File: config.mk
export PLATFORM = sky130hd
export DESIGN_NAME = pcw_unit
export DESIGN_NICKNAME = d
export VERILOG_FILES = /design/src/rtl/pcw_pkg.sv /design/src/rtl/pcw_sync.sv /design/src/rtl/pcw_ref_cmp.sv /design/src/rtl/pcw_pend.sv /design/src/rtl/pcw_dispatch.sv /design/src/rtl/pcw_unit.sv
export SDC_FILE = /design/constraint.sdc
export NUM_CORES = 1
export LEC_CHECK = 0
export ABC_AREA = 1
export BUFFER_PORTS_ARGS = -buffer_cell sky130_fd_sc_hd__buf_2
export CAP_MARGIN = 10
export CORE_MARGIN = 2
export CORE_UTILIZATION = 53
export DETAILED_ROUTE_END_ITERATION = 16
export PLACE_DENSITY = 0.81
export SLEW_MARGIN = 20
export SYNTH_ARGS = -nofsm -noshare
export SYNTH_HDL_FRONTEND = slang
export SYNTH_SLANG_ARGS = --single-unit
File: constraint.sdc
create_clock -name clk -period 1.4 [get_ports clk]
set_clock_uncertainty 0.05 [all_clocks]
set_input_delay 0.14 -clock clk [delete_from_list [all_inputs] [get_ports clk]]
set_output_delay 0.14 -clock clk [all_outputs]
set_load 0.01 [all_outputs]
File: src/rtl/pcw_pkg.sv
package pcw_pkg;
  typedef struct packed {
    logic wake;
    logic irq;
    logic vec_take;
    logic resume_next;
  } pcw_evt_t;
endpackage

File: src/rtl/pcw_sync.sv
module pcw_sync #(
  parameter int W      = 8,
  parameter int STAGES = 2
) (
  input  logic         clk,
  input  logic         rst_n,
  input  logic [W-1:0] d,
  output logic [W-1:0] q
);
  logic [W-1:0] stg [STAGES];

  genvar g;
  generate
    for (g = 0; g < STAGES; g++) begin : g_stage
      if (g == 0) begin : g_first
        always_ff @(posedge clk or negedge rst_n)
          if (!rst_n) stg[0] <= '0;
          else        stg[0] <= d;
      end else begin : g_next
        always_ff @(posedge clk or negedge rst_n)
          if (!rst_n) stg[g] <= '0;
          else        stg[g] <= stg[g-1];
      end
    end
  endgenerate

  assign q = stg[STAGES-1];
endmodule

File: src/rtl/pcw_ref_cmp.sv
module pcw_ref_cmp #(
  parameter int W = 8
) (
  input  logic         clk,
  input  logic         rst_n,
  input  logic [W-1:0] pins,
  input  logic         load,
  input  logic         en,
  output logic         hit
);
  logic [W-1:0] ref_q;
  logic [W-1:0] diff;

  always_ff @(posedge clk or negedge rst_n)
    if (!rst_n)    ref_q <= '0;
    else if (load) ref_q <= pins;

  assign diff = pins ^ ref_q;
  // A read resynchronises the reference, so detection is masked that cycle.
  assign hit  = en & ~load & (|diff);

  assert_ref_load_R2: assert property (@(posedge clk) disable iff (!rst_n)
    load |=> (ref_q == $past(pins)));
  assert_read_hold_R2: assert property (@(posedge clk) disable iff (!rst_n)
    (!load) |=> (ref_q == $past(ref_q)));
endmodule

File: src/rtl/pcw_pend.sv
module pcw_pend (
  input  logic clk,
  input  logic rst_n,
  input  logic set,
  input  logic clr,
  output logic pending
);
  always_ff @(posedge clk or negedge rst_n)
    if (!rst_n) pending <= 1'b0;
    else        pending <= set | (pending & ~clr);

  assert_set_R3: assert property (@(posedge clk) disable iff (!rst_n)
    set |=> pending);
  assert_sticky_R5: assert property (@(posedge clk) disable iff (!rst_n)
    (pending && !clr) |=> pending);
  assert_clear_R5: assert property (@(posedge clk) disable iff (!rst_n)
    (clr && !set) |=> !pending);
endmodule

File: src/rtl/pcw_dispatch.sv
module pcw_dispatch
  import pcw_pkg::*;
(
  input  logic     clk,
  input  logic     rst_n,
  input  logic     pending,
  input  logic     gie,
  input  logic     sleeping,
  input  logic     clr,
  output pcw_evt_t evt
);
  logic taken_q;
  logic sleep_q;
  logic awake_now;

  assign awake_now       = ~sleeping;
  assign evt.wake        = sleeping & pending;
  assign evt.irq         = pending & gie;
  assign evt.vec_take    = pending & gie & awake_now & ~taken_q;
  assign evt.resume_next = pending & ~gie & awake_now & sleep_q;

  always_ff @(posedge clk or negedge rst_n)
    if (!rst_n) begin
      taken_q <= 1'b0;
      sleep_q <= 1'b0;
    end else begin
      taken_q <= ~clr & pending & (taken_q | evt.vec_take);
      sleep_q <= sleeping;
    end

  assert_vec_pulse_R9: assert property (@(posedge clk) disable iff (!rst_n)
    (evt.vec_take && !clr) |=> !evt.vec_take);
  assert_resume_pulse_R10: assert property (@(posedge clk) disable iff (!rst_n)
    evt.resume_next |=> !evt.resume_next);
  assert_excl_R10: assert property (@(posedge clk) disable iff (!rst_n)
    !(evt.vec_take && evt.resume_next));
  assert_wake_gate_R7: assert property (@(posedge clk) disable iff (!rst_n)
    evt.wake |-> !(evt.vec_take || evt.resume_next));
endmodule

File: src/rtl/pcw_unit.sv
module pcw_unit
  import pcw_pkg::*;
#(
  parameter int                PORT_W      = 8,
  parameter int                SYNC_STAGES = 2,
  parameter int                VEC_W       = 10,
  parameter logic [VEC_W-1:0]  VEC_ADDR    = 10'h3FE
) (
  input  logic              clk,
  input  logic              rst_n,
  input  logic [PORT_W-1:0] pin_in,
  input  logic              port_rd,
  input  logic              chg_en,
  input  logic              gie,
  input  logic              sleeping,
  input  logic              pend_clr,
  output logic              wake,
  output logic              irq,
  output logic              vec_take,
  output logic [VEC_W-1:0]  vec_addr,
  output logic              resume_next,
  output logic              pending
);
  logic [PORT_W-1:0] pin_sync;
  logic              hit;
  pcw_evt_t          evt;

  pcw_sync #(.W(PORT_W), .STAGES(SYNC_STAGES)) u_sync (
    .clk(clk), .rst_n(rst_n), .d(pin_in), .q(pin_sync)
  );

  pcw_ref_cmp #(.W(PORT_W)) u_cmp (
    .clk(clk), .rst_n(rst_n), .pins(pin_sync), .load(port_rd),
    .en(chg_en), .hit(hit)
  );

  pcw_pend u_pend (
    .clk(clk), .rst_n(rst_n), .set(hit), .clr(pend_clr), .pending(pending)
  );

  pcw_dispatch u_disp (
    .clk(clk), .rst_n(rst_n), .pending(pending), .gie(gie),
    .sleeping(sleeping), .clr(pend_clr), .evt(evt)
  );

  assign wake        = evt.wake;
  assign irq         = evt.irq;
  assign vec_take    = evt.vec_take;
  assign resume_next = evt.resume_next;
  assign vec_addr    = VEC_ADDR;

  assert_mask_R4: assert property (@(posedge clk) disable iff (!rst_n)
    (!chg_en && !pending) |=> !pending);
  assert_read_mask_R11: assert property (@(posedge clk) disable iff (!rst_n)
    (port_rd && !pending) |=> !pending);
  assert_read_keep_R6: assert property (@(posedge clk) disable iff (!rst_n)
    (port_rd && pending && !pend_clr) |=> pending);
endmodule

==> metrics.csv <==
stage,metric,value,unit
synth,post-synth cell types,12,
worst_setup_path,slowest CP cell,dfrtp_1,
floorplanning,Die ar.,2380,µm²
sta,normalized max-slew margin,0.623,
clock_network,H-tree Lvls,1,
worst_setup_path,Top delay family on crit path,simple AND/OR/NAND/NOR gates,
sta,Final Critical Period,1.42,ns
clock_network,Clock Sinks,27,
route,WL/cell,9.45,µm
floorplanning,# IOs,30,
power,VDD IR-drop max,0.000829,V
power,leakage,0.696,nW
route,Vias/cell,4.30,
synth,post-synth top area cell,dfrtp_1,
worst_setup_path,WP buf/inv,1,
worst_setup_path,Setup crit start,u_pend.pending,
worst_setup_path,FF-to-FF Start,u_pend.pending,
clock_network,CTS tree,done,
sta,setup ws final,-0.0192,ns
placed_design,dpl cells,147,
route,Final ANT Viol Nets,0,
final_layout,share of layout cells above drive strength 1,0.232,
clock_network,clock buffer depth,2,
sta,f_max,705,MHz
worst_setup_path,CP Depth,4,
worst_setup_path,CP max FO,3,
sta,RSZ-0062 raised after global routing,true,
worst_setup_path,critical path cell sequence,"nand2_1, or2_1, nor2_1, buf_2",
global_routing,vias in the first global route,705,
clock_network,Clock Latency Late Sink,0.31,ns
global_routing,first-pass GRT wire length,2730,µm
synth,Yosys reg bits,27,
worst_setup_path,R2R cell count,5,
synth,"top cells by area, synth","dfrtp_1 64%, nand2_1 10%, buf_4 7.8%",
synth,mean post-synth cell area,10.2,µm²
global_routing,GRT Util Overall,0.153,
floorplanning,Initial Utilization,0.553,
sta,final cycle utilization of the critical path,1.01,
route,DRC,0,
synth,register area share after synthesis,0.636,
synth,Syn Inst Count,104,
worst_setup_path,Worst EP arrival,1.23,ns
floorplanning,Die H,48.8,µm
global_routing,grt total ovfl,0,
route,drt initial violations,12,
final_layout,Final Util,0.677,
global_routing,initial antenna violation count,0,
global_routing,largest net degree at the start of global routing,28,
clock_network,CTS clock-pin slew for the worst setup and hold paths,0.13,ns
worst_setup_path,Crit Reg-Reg Endpoint,u_disp.taken_q,
synth,Synth top area share,0.636,
worst_setup_path,Worst setup EP type,primary output,
final_layout,Antenna diodes,0,
sta,Worst-Margin Slew,0.565,ns
route,vias,709,
sta,Setup Viol. Count Final,1,
final_layout,"leading cell type in the layout, fill and taps excluded",nand2_1,
min_path,HP Class,in2reg,
final_layout,Area Growth Syn to Fin,22.5,%
floorplanning,total core area,1920,µm²
synth,Synth Cell Area,1060,µm²
final_layout,Nets,154,
route,total wire length,1560,µm
worst_setup_path,startpoint types,register,
run,max-cap violation count,0,
worst_setup_path,R2R Setup Slk,0.25,ns
worst_setup_path,WP data required,1.21,ns
route,Pre-antenna DRT Iters,4,
placed_design,port buffer count,19,
clock_network,total CTS buffers,3,
floorplanning,Rows,16,
status,violated checks,setup timing,
placed_design,GPL Wtd Cong,0.705,
worst_setup_path,"Largest stage delay, worst path",0.39,ns
synth,YS warnings,0,
sta,final hold vios,0,
worst_setup_path,crit path capture,vec_take,
power,Pwr per Cell Area,1040,nW/µm²
final_layout,fin cells,165,
power,Tot Pwr,0.00135,W
sta,Final Max Slew Viols,0,
floorplanning,Die W,48.8,µm
placed_design,post-DP HPWL,1050,µm
worst_setup_path,Crit Path Category,reg2out,
clock_network,CTS Root Cell,clkbuf_4,
status,status,"complete, but fails checks",
final_layout,"commonest non-fill, non-tap cells in the layout","29 x nand2_1, 27 x dfrtp_1, 19 x buf_2",
## state kept, by name, indices dropped and copies added (netlist names)
name / count
u_cmp.ref_q: 8
u_disp.sleep_q: 1
u_disp.taken_q: 1
u_pend.pending: 1
u_sync.q: 8
u_sync.stg: 8
## where the power goes
| part | internal (W) | total [W] | switching, W | leakage, nW |
|---|---|---|---|---|
| combinational | 0.0000849 | 0.000176 | 0.0000914 | 0.361 |
| sequential | 0.000829 | 0.000855 | 0.0000259 | 0.320 |
| clock | 0.000111 | 0.000317 | 0.000206 | 0.0150 |
## worst min path at each step
stage,depth (start not counted),start,endpoint,slack [ns]
2_1_floorplan,0,rst_n,u_cmp.ref_q[0],-0.21
3_3_place_gp,1,rst_n,u_sync.stg[13],0.11
3_5_place_dp,1,rst_n,u_sync.stg[13],0.12
4_1_cts,3,pend_clr,u_disp.taken_q,0.03
5_1_grt,3,pend_clr,u_disp.taken_q,0.04
6_report,3,pend_clr,u_disp.taken_q,0.03
## synth_stat cells
library cell,number
nor4_1,1
buf_4,11
o21ai_0,5
nand2_1,29
nor2_1,4
conb_1,2
inv_1,16
xnor2_1,3
mux2_2,3
dfrtp_1,27
or2_1,2
a21oi_2,1
## kinds of logic (layout without fill, tap and decap cells)
family,Yosys count,in the layout,share of synthesized area
AOI/OAI and AO/OA,6,6,0.0318
xor gates and xnor gates,3,3,0.0247
buffers and inverters,27,53,0.134
DFF,27,27,0.636
muxes,3,3,0.0318
other,2,10,0.00707
and+or+nand+nor,36,36,0.134
## area by class of cell
class	count	area, µm²
repair buffers	33	225
inverters	16	60.1
flip-flops and latches	27	676
multi-input cells	58	280
well taps	27	33.8
clock buffers	4	26.3
fillers	146	621
## metrics by stage
step	setup WS [ns]	TNS [ns]	hold WS [ns]	area (µm²)
2_1_floorplan	0.336	0	-0.206	1090
3_3_place_gp	0.359	0	0.109	1140
3_5_place_dp	0.330	0	0.118	1140
4_1_cts	-0.0227	-0.0227	0.0349	1280
5_1_grt	-0.154	-0.165	0.0378	1300
6_report	-0.0192	-0.0192	0.0339	1300
## worst register-to-register path: stages (launching register included)
cell and delay (ns):
dfrtp_1 0.39, nand2_1 0.07, or2_1 0.23, buf_4 0.13, buf_4 0.12, a21oi_2 0.10
## timing repair
action                                  4_1_cts  5_1_grt
gates resized for setup                       0        2
cloned                                        0        0
endpoints found under the setup margin        1        2
pin swaps                                     1        3
buffers inserted                              2        2
hold endpoints to repair                     36        0
hold buffers                                 10        0
## layer usage
| layer | wire (µm) | vias to the layer above | GRT usage |
|---|---|---|---|
| met5 | 0 | - | 0 |
| met4 | 48 | 0 | 0.100 |
| met3 | 82 | 6 | 0.0307 |
| met2 | 799 | 26 | 0.285 |
| met1 | 628 | 325 | 0.152 |
| li1 | - | 352 | - |
Note: power is estimated with default switching activity, not from simulation.
